--- config.mk ---
export PLATFORM = sky130hd
export DESIGN_NAME = link_irq_ctrl
export DESIGN_NICKNAME = d
export VERILOG_FILES = /design/src/rtl/link_irq_pkg.sv /design/src/rtl/link_irq_rst_sync.sv /design/src/rtl/link_irq_lvl_sync.sv /design/src/rtl/link_irq_evt_gen.sv /design/src/rtl/link_irq_status.sv /design/src/rtl/link_irq_ctrl.sv
export SDC_FILE = /design/constraint.sdc
export NUM_CORES = 1
export LEC_CHECK = 0
export ABC_AREA = 1
export CAP_MARGIN = 20
export CELL_PAD_IN_SITES_DETAIL_PLACEMENT = 1
export CELL_PAD_IN_SITES_GLOBAL_PLACEMENT = 1
export CORE_ASPECT_RATIO = 0.5
export CORE_UTILIZATION = 28
export CTS_CLUSTER_SIZE = 25
export DETAILED_ROUTE_END_ITERATION = 16
export PLACE_DENSITY_LB_ADDON = 0.1
export SLEW_MARGIN = 20
export SYNTH_ARGS = -nofsm -noshare
export SYNTH_HDL_FRONTEND = slang
export SYNTH_SLANG_ARGS = --single-unit
--- constraint.sdc ---
create_clock -name clk -period 1.08 [get_ports clk]
set_input_delay 0.324 -clock clk [delete_from_list [all_inputs] [get_ports clk]]
set_output_delay 0.324 -clock clk [all_outputs]
set_load 0.01 [all_outputs]
--- src/rtl/link_irq_pkg.sv ---
package link_irq_pkg;
  localparam int ST_W      = 8;
  localparam int EV_W      = 7;
  localparam int N_LVL     = 3;   // index 0 = cd0, 1 = cd1, 2 = lock
  localparam int B_SEL_CD  = 7;
  localparam int B_LOCK_UP = 6;
  localparam int B_CD1_UP  = 5;
  localparam int B_CD0_UP  = 4;
  localparam int B_EYE     = 3;
  localparam int B_LOCK_DN = 2;
  localparam int B_CD1_DN  = 1;
  localparam int B_CD0_DN  = 0;

  // Place gained edges above the eye bit and lost edges below, same source order.
  function automatic logic [EV_W-1:0] pack_events(
    input logic [N_LVL-1:0] rise,
    input logic [N_LVL-1:0] fall,
    input logic             eye
  );
    return {rise, eye, fall};
  endfunction
endpackage

--- src/rtl/link_irq_rst_sync.sv ---
module link_irq_rst_sync #(
  parameter int STAGES = 2
) (
  input  logic clk,
  input  logic arst_n,
  output logic srst_n
);
  localparam int LAST = STAGES - 1;

  logic [STAGES-1:0] chain_q;
  logic [STAGES-1:0] chain_d;

  always_comb begin
    chain_d = {chain_q[STAGES-2:0], 1'b1};
  end

  always_ff @(posedge clk or negedge arst_n) begin
    if (!arst_n) chain_q <= '0;
    else         chain_q <= chain_d;
  end

  assign srst_n = chain_q[LAST];
endmodule

--- src/rtl/link_irq_lvl_sync.sv ---
module link_irq_lvl_sync #(
  parameter int WIDTH  = 3,
  parameter int STAGES = 2
) (
  input  logic             clk,
  input  logic             rst_n,
  input  logic [WIDTH-1:0] raw_i,
  output logic [WIDTH-1:0] sync_o
);
  localparam int LAST = STAGES - 1;

  for (genvar b = 0; b < WIDTH; b++) begin : g_bit
    logic [STAGES-1:0] ff_q;
    logic [STAGES-1:0] ff_d;

    always_comb begin
      ff_d = {ff_q[STAGES-2:0], raw_i[b]};
    end

    always_ff @(posedge clk or negedge rst_n) begin
      if (!rst_n) ff_q <= '0;
      else        ff_q <= ff_d;
    end

    assign sync_o[b] = ff_q[LAST];
  end
endmodule

--- src/rtl/link_irq_evt_gen.sv ---
module link_irq_evt_gen #(
  parameter int N_SRC     = 3,
  parameter int MEAS_W    = 8,
  parameter int THR_W     = 4,
  parameter int THR_SHIFT = 2
) (
  input  logic              clk,
  input  logic              rst_n,
  input  logic [N_SRC-1:0]  lvl_i,
  input  logic              meas_vld_i,
  input  logic [MEAS_W-1:0] heo_i,
  input  logic [MEAS_W-1:0] veo_i,
  input  logic [THR_W-1:0]  heo_thr_i,
  input  logic [THR_W-1:0]  veo_thr_i,
  output logic [N_SRC-1:0]  rise_o,
  output logic [N_SRC-1:0]  fall_o,
  output logic              eye_o
);
  localparam int LIM_W = THR_W + THR_SHIFT;
  localparam int CMP_W = (MEAS_W > LIM_W) ? MEAS_W : LIM_W;

  logic [N_SRC-1:0] prev_q;
  logic [N_SRC-1:0] prev_d;
  logic [CMP_W-1:0] heo_lim;
  logic [CMP_W-1:0] veo_lim;
  logic [CMP_W-1:0] heo_ext;
  logic [CMP_W-1:0] veo_ext;

  always_comb begin
    prev_d = lvl_i;
    rise_o = lvl_i & ~prev_q;
    fall_o = ~lvl_i & prev_q;
  end

  always_ff @(posedge clk or negedge rst_n) begin
    if (!rst_n) prev_q <= '0;
    else        prev_q <= prev_d;
  end

  always_comb begin
    heo_lim = '0;
    veo_lim = '0;
    heo_lim[LIM_W-1:THR_SHIFT] = heo_thr_i;
    veo_lim[LIM_W-1:THR_SHIFT] = veo_thr_i;
    heo_ext = CMP_W'(heo_i);
    veo_ext = CMP_W'(veo_i);
    eye_o   = meas_vld_i && ((heo_ext >= heo_lim) || (veo_ext >= veo_lim));
  end


  rise_once_chk: assert property (@(posedge clk) disable iff (!rst_n)
    (|rise_o) |=> ((rise_o & $past(rise_o)) == '0));
endmodule

--- src/rtl/link_irq_status.sv ---
module link_irq_status #(
  parameter int EV_W = 7
) (
  input  logic            clk,
  input  logic            rst_n,
  input  logic [EV_W-1:0] ev_i,
  input  logic            sel_lvl_i,
  input  logic            en_wr_i,
  input  logic [EV_W:0]   en_wdata_i,
  input  logic            rd_i,
  output logic [EV_W:0]   en_o,
  output logic [EV_W:0]   st_o,
  output logic            irq_n_o
);
  logic [EV_W-1:0] en_q, en_d;
  logic [EV_W-1:0] lat_q, lat_d;
  logic            irq_n_q, irq_n_d;

  always_comb begin
    en_d    = en_wdata_i[EV_W-1:0];
    lat_d   = (rd_i ? '0 : lat_q) | (ev_i & en_q);
    irq_n_d = ~(|lat_d);
  end

  always_ff @(posedge clk or negedge rst_n) begin
    if (!rst_n)       en_q <= '0;
    else if (en_wr_i) en_q <= en_d;
  end

  always_ff @(posedge clk or negedge rst_n) begin
    if (!rst_n) begin
      lat_q   <= '0;
      irq_n_q <= 1'b1;
    end else begin
      lat_q   <= lat_d;
      irq_n_q <= irq_n_d;
    end
  end

  assign en_o    = {1'b0, en_q};
  assign st_o    = {sel_lvl_i, lat_q};
  assign irq_n_o = irq_n_q;


  clear_on_read_chk: assert property (@(posedge clk) disable iff (!rst_n)
    (rd_i && ((ev_i & en_q) == '0)) |=> (lat_q == '0));

  sticky_chk: assert property (@(posedge clk) disable iff (!rst_n)
    !rd_i |=> ((lat_q & $past(lat_q)) == $past(lat_q)));

  masked_chk: assert property (@(posedge clk) disable iff (!rst_n)
    ((lat_q == '0) && ((ev_i & en_q) == '0)) |=> (lat_q == '0));

  irq_match_chk: assert property (@(posedge clk) disable iff (!rst_n)
    irq_n_q == (lat_q == '0));
endmodule

--- src/rtl/link_irq_ctrl.sv ---
module link_irq_ctrl #(
  parameter int SYNC_STAGES = 2,
  parameter int MEAS_W      = 8,
  parameter int THR_W       = 4,
  parameter int THR_SHIFT   = 2
) (
  input  logic              clk,
  input  logic              rst_n,
  input  logic              lock_i,
  input  logic              cd0_i,
  input  logic              cd1_i,
  input  logic              cd_sel_i,
  input  logic              meas_vld_i,
  input  logic [MEAS_W-1:0] heo_i,
  input  logic [MEAS_W-1:0] veo_i,
  input  logic [THR_W-1:0]  heo_thr_i,
  input  logic [THR_W-1:0]  veo_thr_i,
  input  logic              en_wr_i,
  input  logic [7:0]        en_wdata_i,
  output logic [7:0]        en_o,
  input  logic              st_rd_i,
  output logic [7:0]        st_o,
  output logic              irq_n_o
);
  import link_irq_pkg::*;

  logic             srst_n;
  logic [N_LVL-1:0] lvl_raw, lvl_s, rise, fall;
  logic             eye;
  logic [EV_W-1:0]  events;
  logic             sel_lvl;

  link_irq_rst_sync #(.STAGES(SYNC_STAGES)) u_rst (
    .clk(clk), .arst_n(rst_n), .srst_n(srst_n));

  assign lvl_raw = {lock_i, cd1_i, cd0_i};

  link_irq_lvl_sync #(.WIDTH(N_LVL), .STAGES(SYNC_STAGES)) u_sync (
    .clk(clk), .rst_n(srst_n), .raw_i(lvl_raw), .sync_o(lvl_s));

  link_irq_evt_gen #(.N_SRC(N_LVL), .MEAS_W(MEAS_W), .THR_W(THR_W),
                     .THR_SHIFT(THR_SHIFT)) u_evt (
    .clk(clk), .rst_n(srst_n), .lvl_i(lvl_s), .meas_vld_i(meas_vld_i),
    .heo_i(heo_i), .veo_i(veo_i), .heo_thr_i(heo_thr_i), .veo_thr_i(veo_thr_i),
    .rise_o(rise), .fall_o(fall), .eye_o(eye));

  always_comb begin
    events  = pack_events(rise, fall, eye);
    sel_lvl = cd_sel_i ? lvl_s[1] : lvl_s[0];
  end

  link_irq_status #(.EV_W(EV_W)) u_stat (
    .clk(clk), .rst_n(srst_n), .ev_i(events), .sel_lvl_i(sel_lvl),
    .en_wr_i(en_wr_i), .en_wdata_i(en_wdata_i), .rd_i(st_rd_i),
    .en_o(en_o), .st_o(st_o), .irq_n_o(irq_n_o));
endmodule

After elaboration in Yosys (flattened, before gate mapping):

Index checks and enable logic that the tools add are counted.

* register bits: 26
* output and inout port bits: 17
* input bits: 41

* mux-type cells: 2
* magnitude comparators: 2
* reduce and logical (&&, ||, !) cells: 3
* bitwise logic cells: 7

Operators with widths (count)
* 8-bit by 6-bit >= comparator with 1-bit output: 2
* 7-bit AND: 1
* 7-bit 2-to-1 mux: 1
* 7-bit bitwise OR: 1
* 7-bit OR reduction: 1
* 3-bit AND: 2
* 3-bit inverter: 2
* 1-bit logical AND: 1
* 1-bit logical OR: 1
* 1-bit 2-to-1 mux: 1
* 1-bit inverter: 1

Depth between registers and ports, before layout:

* depth in word-level cells: 7
* mapped depth: 11

Modules after synthesis:

A second synthesis with hierarchy kept.

* cell total of the unflattened synthesis: 131
* area, all modules: 1223.7 um^2

By module, submodules not included
* link_irq_status: cells each 55, area each 614.3 um^2, instances 1
* link_irq_evt_gen: cells each 60, area each 367.9 um^2, instances 1
* link_irq_lvl_sync: cells each 9, area each 172.7 um^2, instances 1
* link_irq_rst_sync: cells each 3, area each 53.8 um^2, instances 1
* link_irq_ctrl: cells each 4, area each 15.0 um^2, instances 1

Worst setup path after synthesis:

Ideal clock, no wire load.

* path type: input-to-reg
* start: in heo_thr_i[1]
* end: reg u_stat.irq_n_q, in the netlist u_stat.irq_n_o
* stages on the path: 9
* data arrival time: 1093 ps
* library setup time: 64 ps
* path slack: -77 ps
* path through: inv_1 -> ha_1 -> a21oi_1 -> nand2_1 -> nand2_1 -> nand3_1 -> nand2_1 -> nand2_2 -> nor2_2

* longest elaborated chain between the ends: 7

RTL lines
* from (decl): line link_irq_ctrl.sv:16 `input logic [THR_W-1:0] heo_thr_i,`
* 8-bit by 6-bit >= comparator with 1-bit output: line link_irq_evt_gen.sv:47 `eye_o = meas_vld_i && ((heo_ext >= heo_lim) || (veo_ext >= veo_lim));`
* 1-bit logical OR: line link_irq_evt_gen.sv:47
* 1-bit logical AND: line link_irq_evt_gen.sv:47
* 7-bit AND: line link_irq_status.sv:21 `lat_d = (rd_i ? '0 : lat_q) | (ev_i & en_q);`
* 7-bit bitwise OR: line link_irq_status.sv:21
* net u_stat.lat_d[3]: line link_irq_status.sv:16 `logic [EV_W-1:0] lat_q, lat_d;`
* 7-bit OR reduction: line link_irq_status.sv:22 `irq_n_d = ~(|lat_d);`
* 1-bit inverter: line link_irq_status.sv:22
* net u_stat.irq_n_d: line link_irq_status.sv:17 `logic irq_n_q, irq_n_d;`
* to (signal assigned): line link_irq_status.sv:36 `irq_n_q <= irq_n_d;`
* to (decl): line link_irq_status.sv:17

The timed path passes the listed nets, and every way through them passes these cells.
A chain may end at the register's enable or synchronous reset.

Worst setup path after layout:

* start: reg u_sync.g_bit[0].ff_q[1]
* end: out st_o[7]

* longest elaborated chain between the ends: 1

RTL lines
* from (decl): line link_irq_lvl_sync.sv:13 `logic [STAGES-1:0] ff_q;`
* from (signal assigned): line link_irq_lvl_sync.sv:21 `if (!rst_n) ff_q <= '0;`
* from (signal assigned): line link_irq_lvl_sync.sv:22 `else ff_q <= ff_d;`
* 1-bit 2-to-1 mux: line link_irq_ctrl.sv:49 `sel_lvl = cd_sel_i ? lvl_s[1] : lvl_s[0];`
* to (decl): line link_irq_ctrl.sv:22 `output logic [7:0] st_o,`

Every way passes these cells.

==> results by group <==
Run status
  • Status: finished, violations left
  • Failing checks: setup timing

Synthesis
  • Number of synthesized flops with an enable pin: 0
  • Synthesized area: between 1000 and 1500 um^2
  • Yosys reg bits: 26
  • Yosys warns: 0
  • Area contributors post-synth: dfrtp_1, nand2_1, ha_1
  • Top-count cell post-synth: nand2_1
  • Post-synthesis sequential area ratio: 56.69%
  • Ys async rst share: 100.0%
  • Avg Inst Size Synth: between 9 and 10 um^2
  • Synth cell types: 16
  • Post-synth net total: 171
  • Post-synth top area share: 54.41%
  • Most used DFF post-synth: dfrtp_1
  • Synth Instances: 122
  • Post-synth top area cell: dfrtp_1
  • Synth cell count leaders: nand2_1, dfrtp_1, inv_1, nor2_1, ha_1

Run
  • Max-cap check violation count: 0

Timing
  • Max-slew violation count: 0
  • Final min period: 1.229 ns
  • Fmax: 813.6 MHz
  • Skew final: 0.004772 ns
  • Fin worst setup slack: -0.1491 ns
  • RSZ-0062 raised after global routing: true
  • Period Utilization, post-route: 113.8%
  • Endpoints failing setup: 17
  • Hold WS: 0.1841 ns
  • Final Hold Fails: 0

Final layout
  • Area of the multi-input gates: 554.3 um^2
  • Area delta synth->final: 74.10%
  • FF+latch area: 651.9 um^2
  • Share of cells above drive strength 1: 45.92%
  • Final net count: 246
  • # diodes: 0
  • Layout Cells excl Fill: 250
  • Finished Cell Area: 2002 um^2
  • Layout fillers: 458

Drt
  • Drt drc: 0
  • DRT Pass-1 Iters: 2
  • Routed Antenna Nets: 0
  • Via/cell ratio: 4.048
  • Routed WL: 2857 um
  • Initial DRC count: 11
  • Via count: 1,012
  • WL per Instance: 11.43 um

Worst setup path
  • CP max-delay cell: dfrtp_1
  • R2R Path End: u_stat.irq_n_o
  • CP startpoint kind: register
  • Crit path depth: 3
  • Crit path max-delay family: flip-flops
  • Critical path class: register to output pin
  • Critical Path AT: 0.91 ns
  • Setup crit start: u_sync.g_bit[0].ff_q[1]
  • Cell count of the worst reg-to-reg path: 9
  • Slowest cell delay on critical path: 0.36 ns
  • Buffers & Inverters on Critical Path: 2
  • CP endpoint kind: output pin
  • Critical path cell sequence: inv_2 -> o21ai_1 -> buf_2
  • Critical path fanouts, max: 2
  • CP Capture Point: st_o[7]
  • CP Data Required Time: 0.76 ns
  • Reg2Reg Launch Point: u_sync.g_bit[0].ff_q[1]
  • R2r setup slk: -0.09 ns

Clock tree
  • Hold_buf cts: 0
  • Worst-skew pair later-pin latency: between 0.2 and 0.3 ns
  • H-tree Lvls: 1
  • Bufs on Longest Clock Path: 2
  • CTS sink cnt: 26
  • Clk root buf: clkbuf_8
  • Clock transition at the registers of the reported paths: 0.09 ns
  • CTS buffer count: 3
  • CTS tree: yes

Die
  • Die Y: 47.32 um
  • IO Count: 58
  • Placeable Area: 3924 um^2
  • Site Rows: 16
  • Initial Util: 29.30%
  • Chip width: 92.63 um
  • Die area: ~4400 um^2

Global route
  • Largest net degree at the start of global routing: 16
  • Overflow after GRT: 0
  • GRT Total Usage: between 10% and 20%
  • Vias in the first global route: 999
  • First-pass GRT wire length: roughly 4500 um
  • Initial antenna violation count: 0

Place
  • Pre-CTS setup slack: -0.7968 ns
  • DP Area: 1926 um^2
  • HPWL Detailed: roughly 2200 um
  • Port bufs: 55
  • Routability Congestion: 0.6730
  • Inst Count DP: approximately 240

Pwr
  • Worst ir drop on vdd: roughly 0.00047 V
  • LEAKAGE: 1.050 nW
  • Design Power: between 2 and 2.5 mW
  • Power per Cell Area: 1147 nW/um^2

Hold path
  • Hold crit path type: register to asynchronous set/reset pin
[flip-flops by register name, summed over array words and instances (netlist names)]
name,cells
u_sync.g_bit.ff_q,6
u_stat.lat_q,7
u_rst.chain_q,2
u_stat.irq_n_o,1
u_evt.prev_q,3
u_stat.en_q,7
[worst register-to-register path, cell delays in order (launching register included)]
cell	delay, ns
dfrtp_1	0.39
inv_2	0.06
buf_4	0.10
buf_6	0.08
nor2_1	0.04
nand2_1	0.06
nand2_1	0.06
nor2_1	0.10
nand3_1	0.12
nor2_2	0.10
[stage by stage]
step | TNS [ns] | util (%)
2_1_floorplan | -0.06614 | -
3_3_place_gp | -6.069 | 49.08
3_5_place_dp | -6.445 | 49.08
4_1_cts | -1.191 | 50.54
5_1_grt | -1.755 | 51.02
6_report | -1.010 | 51.02
[layout make-up]
class / count / area share (%)
sequential: 26 / 32.56
timing repair buffer: 73 / 29.19
multi-input combinational: 74 / 27.69
inverter: 19 / 4.438
tap: 54 / 3.375
clock buffer: 4 / 2.750
[how the worst min path moves through the flow]
stage,from,endpoint,slack (ns),depth (start not counted)
3_5_place_dp,u_rst.chain_q[1],u_sync.g_bit[2].ff_q[0],0.19,1
5_1_grt,rst_n,u_rst.chain_q[1],0.21,1
6_report,u_rst.chain_q[1],u_stat.lat_q[2],0.18,1
4_1_cts,u_rst.chain_q[1],u_stat.lat_q[2],0.20,1
2_1_floorplan,rst_n,u_rst.chain_q[0],0.03,0
3_3_place_gp,u_rst.chain_q[1],u_stat.lat_q[3],0.17,1
[layer usage]
layer  track usage [%]  routed length (um)
met3             4.207                 165
met1             17.27                1267
met2             24.74                1403
met5                 0                   0
met4             2.769                  21
[where the power goes]
part           internal (mW)  switching [mW]  leakage, nW
registers               1.05          0.0390        0.312
clock network          0.326           0.304       0.0288
logic                  0.320           0.253        0.710
total                   1.70           0.596         1.05
[timing repair]
action	4_1_cts	5_1_grt
pin swaps	32	10
gates resized for setup	117	29
buffers inserted	7	0
setup endpoints to repair	23	18
[cells in the final DEF (no fill, tap or decap), drive strengths merged]
cell	instances
dlymetal6s2s	5
conb	2
dfstp	1
clkbuf	10
inv	19
mux2	5
clkdlybuf4s15	2
clkdlybuf4s50	15
a21oi	2
buf	38
ha	8
nor2	14
o21ai	3
nand3	6
nand2	34
dlygate4sd2	7
dfrtp	25
[cells by family after synthesis]
kind of cell	count (synthesis)	synth area share, %
fa+ha+maj	8	8.705
other cells	2	0.6531
buf+inv	22	7.942
mux	5	4.896
flops	26	56.69
compound gates	5	2.176
simple gates	54	18.93
No activity file was read; power rests on OpenSTA's default activity.
